$ cat src/rtl/sysconf_regbank.sv
module sysconf_regbank #(
  parameter int ADDR_W = 10
) (
  input  logic              clk,
  input  logic              rst_n,
  input  logic              wr_en,
  input  logic              rd_en,
  input  logic [ADDR_W-1:0] addr,
  input  logic [31:0]       wdata,
  input  logic              parity_err_set,
  output logic [31:0]       rdata,
  output logic [31:0]       remap_q,
  output logic [31:0]       cfg1_q,
  output logic [63:0]       exti_sel_q,
  output logic [31:0]       cfg2_q,
  output logic [31:0]       wprot1_q,
  output logic [31:0]       key_q,
  output logic [31:0]       wprot2_q
);
  localparam int WORDS = 11;
  localparam int NSEL  = 4;
  localparam int IW    = ADDR_W - 2;
  localparam logic [31:0] M_REMAP = 32'h0000_0107;
  localparam logic [31:0] M_CFG1  = 32'hFCFF_0100;
  localparam logic [31:0] M_KEY   = 32'h0000_00FF;
  localparam logic [31:0] CFG1_RST = 32'h7C00_0001;

  logic [WORDS-1:0] hit, wr;
  logic [IW-1:0]    widx;
  logic             aligned;
  logic [3:0]       lock_r;
  logic             flag_r;
  logic [31:0]      rd_mux;
  logic [15:0]      sel_r [NSEL];

  assign aligned = (addr[1:0] == 2'b00);
  assign widx    = addr[ADDR_W-1:2];

  for (genvar i = 0; i < WORDS; i++) begin : g_dec
    assign hit[i] = aligned && (widx == IW'(i));
  end
  assign wr = hit & {WORDS{wr_en}};

  always_ff @(posedge clk or negedge rst_n)
    if (!rst_n)     remap_q <= '0;
    else if (wr[0]) remap_q <= wdata & M_REMAP;

  always_ff @(posedge clk or negedge rst_n)
    if (!rst_n)     cfg1_q <= CFG1_RST;
    else if (wr[1]) cfg1_q <= (wdata & M_CFG1) | {31'b0, cfg1_q[0] & wdata[0]};

  for (genvar i = 0; i < NSEL; i++) begin : g_sel
    always_ff @(posedge clk or negedge rst_n)
      if (!rst_n)       sel_r[i] <= '0;
      else if (wr[2+i]) sel_r[i] <= wdata[15:0];
    assign exti_sel_q[16*i +: 16] = sel_r[i];
  end

  always_ff @(posedge clk or negedge rst_n)
    if (!rst_n) begin
      lock_r <= '0;
      flag_r <= 1'b0;
    end else begin
      if (wr[7]) lock_r <= lock_r | wdata[3:0];
      flag_r <= parity_err_set | (flag_r & ~(wr[7] & wdata[8]));
    end
  assign cfg2_q = {23'b0, flag_r, 4'b0, lock_r};

  always_ff @(posedge clk or negedge rst_n)
    if (!rst_n)     wprot1_q <= '0;
    else if (wr[8]) wprot1_q <= wprot1_q | wdata;

  always_ff @(posedge clk or negedge rst_n)
    if (!rst_n)     key_q <= '0;
    else if (wr[9]) key_q <= wdata & M_KEY;

  always_ff @(posedge clk or negedge rst_n)
    if (!rst_n)      wprot2_q <= '0;
    else if (wr[10]) wprot2_q <= wprot2_q | wdata;

  always_comb begin
    rd_mux = '0;
    if (aligned)
      case (widx)
        IW'(0):  rd_mux = remap_q;
        IW'(1):  rd_mux = cfg1_q;
        IW'(2):  rd_mux = {16'b0, sel_r[0]};
        IW'(3):  rd_mux = {16'b0, sel_r[1]};
        IW'(4):  rd_mux = {16'b0, sel_r[2]};
        IW'(5):  rd_mux = {16'b0, sel_r[3]};
        IW'(7):  rd_mux = cfg2_q;
        IW'(8):  rd_mux = wprot1_q;
        IW'(9):  rd_mux = key_q;
        IW'(10): rd_mux = wprot2_q;
        default: rd_mux = '0;
      endcase
  end

  always_ff @(posedge clk or negedge rst_n)
    if (!rst_n)     rdata <= '0;
    else if (rd_en) rdata <= rd_mux;
endmodule


$ cat config.mk
export PLATFORM = sky130hd
export DESIGN_NAME = sysconf_regbank
export DESIGN_NICKNAME = d
export VERILOG_FILES = /design/src/rtl/sysconf_regbank.sv
export SDC_FILE = /design/constraint.sdc
export NUM_CORES = 1
export LEC_CHECK = 0
export BUFFER_PORTS_ARGS = -buffer_cell sky130_fd_sc_hd__buf_2
export CAP_MARGIN = 10
export CORE_UTILIZATION = 50
export DETAILED_ROUTE_END_ITERATION = 16
export PLACE_DENSITY = 0.8
export SYNTH_ARGS = -nofsm -noshare
export SYNTH_HDL_FRONTEND = slang
export SYNTH_SLANG_ARGS = --single-unit
$ cat constraint.sdc
create_clock -name clk -period 3.5 [get_ports clk]
set_clock_uncertainty 0.05 [all_clocks]
set_input_delay 0.525 -clock clk [delete_from_list [all_inputs] [get_ports clk]]
set_output_delay 0.525 -clock clk [all_outputs]
set_load 0.03 [all_outputs]
==> results.py, run 1 <==
metrics = {
    "worst_setup_path": {
        "reg2regPathDepth": 4,
        "critPathRequiredTime_ps": 3770,
        "timing.rr.end": "rdata[8]",
        "end_kind": "flip-flop",
        "r2r_start": "exti_sel_q[24]",
        "worst_setup_path_start_kind": "input port",
        "rrSetupSlack_ps": 1880,
        "critPathMaxStageDelay_ps": 600,
        "arrival_ps": 2700,
        "crit_type": "input port to flip-flop",
        "crit_path_cell_trace": "buf_2 -> nor4_4 -> nand2_1 -> nor2_2 -> nand2_2 -> mux2_2",
        "cp_slowest_cell": "nor4_4",
        "path_max_fanout": 16,
    },
    "cells_and_area": {
        "antenna_cells": 0,
        "nNetsFinal": 1026,
        "layout-drive-gt1-share_pct": 41.9,
        "instances_no_fill": 1221,
        "utilization_pct": 60.3,
        "syn2layout_area_growth_pct": 18.6,
        "most-common-layout-cells": "buf_2, dfrtp_1, conb_1",
        "mostFrequentLayoutCell": "buf_2",
        "fillers": 1440,
    },
    "grt": {
        "grt_remaining_overflow": 0,
        "grt_max_degree": 92,
        "grt_use_total_pct": 28.0,
        "grt_pass1_vias": 6592,
        "grt_pass1_wl_um": 38500,
        "antenna_found_initial": 0,
    },
    "routing": {
        "viasPerCell": 5.58,
        "drc_errors": 0,
        "final_antenna_net_count": 0,
        "dr.pass1.iters": 4,
        "drt_iter0_markers": 429,
        "wl_um": 26000,
        "vias": 6810,
        "wl_per_cell_um": 21.3,
    },
    "pwr": {
        "pwr-share-clk_pct": 41.3,
        "total_power_mw": 4.65,
        "power_frac_seq_pct": 49.1,
        "power_density_nw_per_um2": 430,
        "p_leak_nw": 6.32,
        "switching_share_pct": 27.9,
        "comb_power_share_pct": 9.6,
        "peakVddDrop_mv": 0.346,
        "netSwitchingPower_mw": 1.30,
        "p_int_mw": 3.35,
    },
    "floorplan": {
        "die_y_um": 137,
        "fp.dieArea_um2": 18800,
        "initial_core_util_pct": 50.9,
        "core_um2": 17900,
        "die_w_um": 137,
        "num_rows": 49,
        "io_pins": 335,
    },
    "sta": {
        "finalSetupViolCount": 0,
        "timing.final.crit_share_pct": 69.5,
        "slew-limit-headroom_pct": 35.3,
        "hold_violations": 0,
        "fin_tns_setup_ps": 0,
        "fmax_mhz": 411,
        "hold_slack_ps": 117,
        "worstMarginPinSlew_ps": 957,
        "period_minus_slack_ps": 2430,
        "rsz0062_at_grt": "false",
        "slew_viol_final": 0,
    },
    "clock_tree": {
        "clockRootBuffer": "clkbuf_16",
        "htree_levels": 4,
        "clkLatencyLatePin_ps": 430,
        "cts_sinks": 193,
        "numCtsBuffers": 17,
        "cts.repair.resized": 0,
        "cts_tree": "done",
        "clkTransAtPathRegs_ps": 70,
        "post_cts_buffers": 0,
        "ctsHoldBuffers": 0,
        "cts_max_path_buffers": 2,
    },
    "yosys": {
        "ys_ff_latch": 193,
        "syn_area_um2": 9110,
        "ys_seq_area_share_pct": 53.1,
        "syn_inst": 746,
        "async_reset_ff_share_pct": 100,
        "synth_ff_type": "dfrtp_1",
        "synth_edf_count": 0,
        "syn_avg_cell_area_um2": 12.2,
        "netlist-cell-type-count": 49,
        "yosysWarnings": 0,
    },
    "placed_design": {
        "dp.cells": 1189,
        "portBuffers": 239,
        "routabilityCongestion": 0.853,
        "dp_hpwl_um": 18200,
    },
    "hold_path": {
        "min_path_type": "input port to async pin",
    },
    "job": {
        "cap_violations": 0,
    },
    "outcome": {
        "status": "complete, no violations",
    },
}
-- per-stage QoR --
stage	cell area [um^2]	worst slack [ps]
after floorplan	9470	1320
after global placement	10200	716
after detailed placement	10200	669
after CTS	10800	1130
after global routing	10800	1050
final	10800	1070
-- registers in the layout, summed over array words and instances (netlist names) --
signal and flops:
wprot1_q 32, cfg1_q 16, exti_sel_q 64, rdata 32
wprot2_q 32, key_q 8, lock_r 4, remap_q 4
flag_r 1
-- critical path: cells and delay by family --
kind,cells,cell delay [ps]
and+or+nand+nor,4,1630
muxes,1,420
buffers and inverters,1,120
-- cell usage after synthesis, types with 2 or more instances --
cell type,number,share of area (%)
a211oi_1,6,0.49
a21o_1,69,5.7
a221oi_1,8,0.77
a22o_1,17,1.6
a22oi_1,30,2.5
a311oi_1,2,0.19
a31oi_1,3,0.21
buf_1,5,0.21
buf_2,15,0.82
buf_4,99,8.2
buf_6,2,0.25
clkbuf_1,16,0.66
dfrtp_1,187,51
dfstp_2,6,1.7
inv_1,32,1.3
mux2_2,94,12
mux2_4,10,1.6
mux2i_1,15,1.6
nand2_1,20,0.82
nand2_2,2,0.14
nand2b_1,3,0.21
nand3_1,4,0.22
nand3b_1,3,0.25
nor2_1,15,0.62
nor2b_1,9,0.62
nor3_1,6,0.33
nor3_2,2,0.22
nor3b_1,2,0.16
nor4_4,4,0.93
nor4b_1,2,0.19
o21ai_0,17,0.93
o22ai_1,23,1.6
o32ai_1,2,0.19
-- layer usage --
| metal | global-route usage [%] | vias to the layer above | share of wire (%) |
|---|---|---|---|
| met5 | 0 | - | 0 |
| met4 | 7.94 | 0 | 1.8 |
| met3 | 6.85 | 44 | 8.1 |
| met1 | 35.3 | 3433 | 40 |
| li1 | - | 2953 | - |
| met2 | 47.8 | 380 | 50 |
-- cell families (layout without fill, tap and decap cells) --
family | count (synthesis) | in the layout | synth area share [%]
AO/OA/AOI/OAI | 181 | 181 | 14.5
buffers and inverters | 169 | 321 | 11.4
flip-flops | 193 | 193 | 53.1
multiplexers | 121 | 121 | 15.3
other | 1 | 95 | 0.0412
AND/OR/NAND/NOR | 81 | 81 | 5.66
-- cell type report --
cell class	count	area, um^2	area share, %
clock buffer	17	425	3.94
multi-input combinational	478	3600	33.4
timing repair buffer	257	1380	12.8
sequential	193	4840	44.8
tap	229	287	2.65
inverter	32	120	1.11
clock inverter	15	153	1.41
-- how the worst max path moves through the flow --
stage	start	endpoint	slack (ps)	cells after the start
CTS	addr[7]	exti_sel_q[58]	1130	6
global route	addr[7]	exti_sel_q[62]	1050	6
detailed placement	addr[7]	exti_sel_q[62]	670	6
global placement	addr[7]	exti_sel_q[62]	720	6
floorplan	addr[7]	exti_sel_q[21]	1320	5
finish	addr[7]	exti_sel_q[58]	1070	6
-- power groups by stage --
stage	Combinational (mW)	Clock, mW	Sequential (mW)
2_1_floorplan	0.311	0	2.37
3_3_place_gp	0.442	0	2.32
4_1_cts	0.447	1.95	2.28
5_1_grt	0.481	2.03	2.28
6_report	0.447	1.92	2.28
3_5_place_dp	0.446	0	2.32
Power figures use the tool's default switching activity.
==> inputs of run 2 (changes only) <==
--- a/config.mk
+++ b/config.mk
@@ -7,9 +7,9 @@
 export LEC_CHECK = 0
 export BUFFER_PORTS_ARGS = -buffer_cell sky130_fd_sc_hd__buf_2
 export CAP_MARGIN = 10
-export CORE_UTILIZATION = 50
+export CORE_UTILIZATION = 45
 export DETAILED_ROUTE_END_ITERATION = 16
-export PLACE_DENSITY = 0.8
+export PLACE_DENSITY = 0.76
 export SYNTH_ARGS = -nofsm -noshare
 export SYNTH_HDL_FRONTEND = slang
 export SYNTH_SLANG_ARGS = --single-unit
==> constraint.sdc (replaced) <==
create_clock -name clk -period 1.96 [get_ports clk]
set_clock_uncertainty 0.05 [all_clocks]
set_input_delay 0.294 -clock clk [delete_from_list [all_inputs] [get_ports clk]]
set_output_delay 0.294 -clock clk [all_outputs]
set_load 0.03 [all_outputs]
==> results.py, run 2 (synthesized netlist as in run 1, its figures left out) <==
metrics = {
    "job": {
        "cap_violations": 0,
    },
    "grt": {
        "met1_usage_pct": 31.9,
        "grt_max_degree": 57,
        "antenna_found_initial": 1,
        "grt_remaining_overflow": 0,
        "grt_util_met2_pct": 44.4,
        "grt.busiest_layer": "met2",
        "grt_use_total_pct": 26.1,
        "grt_pass1_wl_um": 39700,
        "grt_pass1_vias": 6841,
        "gr-usage-met3_pct": 5.73,
    },
    "cells_and_area": {
        "largest_reg_flops": 64,
        "layout-drive-gt1-share_pct": 44.1,
        "syn2layout_area_growth_pct": 23.8,
        "most-common-layout-cells": "buf_2, dfrtp_1, conb_1",
        "fillers": 1670,
        "postLayoutCellArea_um2": 11300,
        "nNetsFinal": 1070,
        "utilization_pct": 57.4,
        "mostFrequentLayoutCell": "buf_2",
    },
    "sta": {
        "slew_viol_final": 0,
        "hold_violations": 0,
        "timing.final.crit_share_pct": 86.0,
        "worstMarginPinSlew_ps": 1150,
        "period_minus_slack_ps": 1690,
        "fmax_mhz": 593,
        "rsz0062_at_grt": "false",
        "slew-limit-headroom_pct": 22.2,
        "finalSetupViolCount": 0,
    },
    "pwr": {
        "peakVddDrop_mv": 0.573,
        "total_power_mw": 8.19,
        "power_density_nw_per_um2": 726,
        "p_leak_nw": 6.56,
    },
    "floorplan": {
        "die_w_um": 144,
        "io_pins": 335,
        "initial_core_util_pct": 46.4,
        "num_rows": 51,
        "die_y_um": 144,
        "fp.dieArea_um2": 20800,
        "core_um2": 19700,
    },
    "worst_setup_path": {
        "worst_setup_path_start_kind": "input port",
        "end_kind": "flip-flop",
        "rrSetupSlack_ps": 410,
        "critPathRequiredTime_ps": 2260,
        "crit_type": "input port to flip-flop",
        "path_max_fanout": 7,
        "arrival_ps": 1990,
    },
    "placed_design": {
        "portBuffers": 239,
        "routabilityCongestion": 0.876,
        "placed_cell_area_um2": 10700,
        "dp_hpwl_um": 19600,
    },
    "clock_tree": {
        "clkTransAtPathRegs_ps": 80,
        "numCtsBuffers": 17,
        "cts_tree": "done",
        "clockRootBuffer": "clkbuf_16",
        "post_cts_buffers": 0,
        "htree_levels": 4,
        "cts_max_path_buffers": 2,
        "ctsHoldBuffers": 1,
        "cts_sinks": 193,
        "cts.repair.resized": 0,
        "clkLatencyLatePin_ps": 430,
    },
    "routing": {
        "wl_per_cell_um": 20.6,
        "final_antenna_net_count": 0,
        "drc_errors": 0,
        "drt_iter0_markers": 472,
        "dr.pass1.iters": 5,
        "vias": 6960,
        "wl_um": 26800,
        "viasPerCell": 5.35,
    },
    "outcome": {
        "status": "complete, no violations",
    },
    "hold_path": {
        "min_path_type": "input port to flip-flop",
    },
}
## run 2: changes by cell type in the layout (fill, tap and decap cells not counted), moves of 2 or more
cell,delta
clkinv_4,-4
clkinv_2,+2
buf_12,+11
clkbuf_1,+2
buf_4,+32
## run 2: cell type report
| type | instances | area [um^2] | share of cell area [%] |
|---|---|---|---|
| Multi-Input combinational cell | 478 | 3600 | 31.9 |
| Clock inverter | 13 | 105 | 0.932 |
| Inverter | 32 | 120 | 1.06 |
| Timing Repair Buffer | 301 | 1850 | 16.4 |
| Tap cell | 265 | 332 | 2.94 |
| Sequential cell | 193 | 4840 | 42.9 |
| Clock buffer | 19 | 433 | 3.84 |
| Antenna cell | 1 | 2.50 | 0.0222 |
## run 2: worst max-delay path: stages
cell,delay [ps]
buf_2,150
nor4b_1,990
a22oi_1,220
nor2_1,130
a221oi_1,50
o22ai_1,130
## run 2: through the flow
stage	TNS [ps]	cells	setup WS [ps]	hold WS (ps)
final	0	1302	275	28.7
after global routing	0	1302	227	15.3
after CTS	0	1301	316	12.7
after floorplan	0	840	15.4	-51.6
after detailed placement	-5680	1268	-137	252
after global placement	-2990	1268	-77.9	251
## run 2: report_power, final
part	internal [mW]	switching [mW]
sequential	4.03	0.0428
clock	1.65	1.62
combinational	0.195	0.650
total	5.88	2.31
## run 2: routing by layer
metal | vias up | routed length, um
li1 | 3032 | -
met1 | 3495 | 10500
met2 | 370 | 13600
met3 | 63 | 1900
met4 | 0 | 816
met5 | - | 0
## run 2: final timing paths
path                           start      endpoint  depth (start not counted)
setup / recovery             addr[2]     rdata[13]                          6
hold / removal             wdata[24]  wprot1_q[24]                          2
setup reg to reg              flag_r      rdata[8]                          4
hold reg to reg            cfg1_q[0]     cfg1_q[0]                          1
max in group asynchronous      rst_n    cfg1_q[28]                          3
min in group asynchronous      rst_n     rdata[14]                          2
==> inputs of run 3 (changes only) <==
--- a/config.mk
+++ b/config.mk
@@ -7,9 +7,9 @@
 export LEC_CHECK = 0
 export BUFFER_PORTS_ARGS = -buffer_cell sky130_fd_sc_hd__buf_2
 export CAP_MARGIN = 10
-export CORE_UTILIZATION = 45
+export CORE_UTILIZATION = 50
 export DETAILED_ROUTE_END_ITERATION = 16
-export PLACE_DENSITY = 0.76
+export PLACE_DENSITY = 0.8
 export SYNTH_ARGS = -nofsm -noshare
 export SYNTH_HDL_FRONTEND = slang
 export SYNTH_SLANG_ARGS = --single-unit
==> constraint.sdc (replaced) <==
create_clock -name clk -period 1.8 [get_ports clk]
set_clock_uncertainty 0.05 [all_clocks]
set_input_delay 0.27 -clock clk [delete_from_list [all_inputs] [get_ports clk]]
set_output_delay 0.27 -clock clk [all_outputs]
set_load 0.03 [all_outputs]
==> results.py, run 3 (synthesized netlist as in run 1, its figures left out) <==
metrics = {
    "sta": {
        "worstMarginPinSlew_ps": 727,
        "slew_viol_final": 0,
        "period_minus_slack_ps": 1590,
        "fmax_mhz": 628,
        "finalSetupViolCount": 0,
        "hold_violations": 0,
        "slew-limit-headroom_pct": 51.4,
        "fin_tns_setup_ps": 0,
        "timing.final.crit_share_pct": 88.5,
        "rsz0062_at_grt": "false",
    },
    "hold_path": {
        "min_path_cells": 2,
        "hold_path_end": "wprot2_q[18]",
        "worstHoldStart": "wdata[18]",
        "min_path_type": "input port to flip-flop",
    },
    "pwr": {
        "p_leak_nw": 6.71,
        "peakVddDrop_mv": 0.711,
        "power_density_nw_per_um2": 781,
    },
    "placed_design": {
        "routabilityCongestion": 0.896,
        "portBuffers": 239,
        "dp_hpwl_um": 19100,
    },
    "routing": {
        "drc_errors": 0,
        "dr.pass1.iters": 6,
        "wl_per_cell_um": 20.6,
        "drt_iter0_markers": 477,
        "final_antenna_net_count": 0,
        "wl_um": 26600,
        "viasPerCell": 5.48,
        "vias": 7092,
    },
    "cells_and_area": {
        "most-common-layout-cells": "buf_2, dfrtp_1, conb_1",
        "multi_input_area_um2": 3620,
        "largest_reg_flops": 64,
        "fillers": 1414,
        "syn2layout_area_growth_pct": 26.5,
        "utilization_pct": 64.4,
        "mostFrequentLayoutCell": "buf_2",
        "layout-drive-gt1-share_pct": 45.0,
        "nNetsFinal": 1097,
        "layout.area.seq_um2": 4840,
    },
    "grt": {
        "grt_pass1_wl_um": 39800,
        "antenna_found_initial": 1,
        "grt_remaining_overflow": 0,
        "grt_pass1_vias": 7024,
        "grt_use_total_pct": 29.0,
        "grt_max_degree": 53,
    },
    "worst_setup_path": {
        "end_kind": "flip-flop",
        "timing.rr.end": "rdata[8]",
        "r2r_start": "flag_r",
        "rrSetupSlack_ps": 250,
        "path_max_fanout": 9,
        "crit_type": "input port to flip-flop",
        "worst_setup_path_start_kind": "input port",
        "reg2regPathDepth": 4,
        "arrival_ps": 1900,
        "critPathRequiredTime_ps": 2110,
    },
    "clock_tree": {
        "post_cts_buffers": 0,
        "cts_sinks": 193,
        "clockRootBuffer": "clkbuf_16",
        "clkLatencyLatePin_ps": 440,
        "numCtsBuffers": 17,
        "clkTransAtPathRegs_ps": 70,
        "cts_max_path_buffers": 2,
        "htree_levels": 4,
        "cts_tree": "done",
    },
    "job": {
        "cap_violations": 0,
    },
    "floorplan": {
        "num_rows": 49,
        "die_w_um": 137,
        "io_pins": 335,
        "initial_core_util_pct": 50.9,
        "core_um2": 17900,
        "die_y_um": 137,
        "fp.dieArea_um2": 18800,
    },
    "outcome": {
        "status": "complete, no violations",
    },
}
run 3: final cells by class:
class | instances | area share [%]
clock inverter | 15 | 1.07
clock buffer | 17 | 3.69
tap | 229 | 2.49
multi-input combinational | 478 | 31.4
sequential | 193 | 42.0
timing repair buffer | 328 | 18.3
antenna | 1 | 0.0217
inverter | 32 | 1.04
run 3: metrics by stage:
step	power (mW)	setup slack, ps	area (um^2)	hold WS, ps	std cells
6_report	9.00	207	11500	10.8	1293
5_1_grt	9.30	140	11500	3.47	1293
4_1_cts	9.07	233	11500	0.148	1292
3_5_place_dp	5.46	-437	10900	107	1250
3_3_place_gp	5.45	-319	10900	108	1250
2_1_floorplan	5.22	-64.0	9480	-75.6	840
run 3: routing by layer:
| layer | GRT usage (%) | vias to the layer above | wire length [um] |
|---|---|---|---|
| met5 | 0 | - | 0 |
| met1 | 36.1 | 3550 | 10200 |
| met4 | 13.7 | 0 | 912 |
| li1 | - | 3097 | - |
| met3 | 5.70 | 65 | 2030 |
| met2 | 48.4 | 380 | 13500 |
run 3: repair_timing:
action / in CTS / in global routing
endpoints found under the setup margin: 1 / 0
resized for setup: 1 / 0
hold buffers: 10 / 0
endpoints found under the hold margin: 177 / 0
run 3: worst max-delay path: stages:
cell and delay, ps:
buf_2 160, buf_4 210, nor3b_1 470, nand2_1 360, o22ai_1 220, a211oi_1 70
o22ai_1 120
run 3: worst max-delay path by stage:
stage | startpoint | endpoint | slack, ps | cells after the start
2_1_floorplan | addr[7] | exti_sel_q[37] | -60 | 5
3_3_place_gp | addr[2] | rdata[11] | -320 | 6
3_5_place_dp | addr[2] | rdata[13] | -440 | 6
4_1_cts | addr[7] | remap_q[1] | 230 | 6
5_1_grt | addr[2] | rdata[12] | 140 | 7
6_report | addr[2] | rdata[4] | 210 | 7
run 3: power by group:
| group | internal (mW) | total (mW) | leakage, nW | switching (mW) |
|---|---|---|---|---|
| registers | 4.39 | 4.43 | 2.66 | 0.0441 |
| clock network | 1.81 | 3.60 | 0.266 | 1.79 |
| logic | 0.248 | 0.970 | 3.78 | 0.722 |
| total | 6.44 | 9.00 | 6.71 | 2.56 |
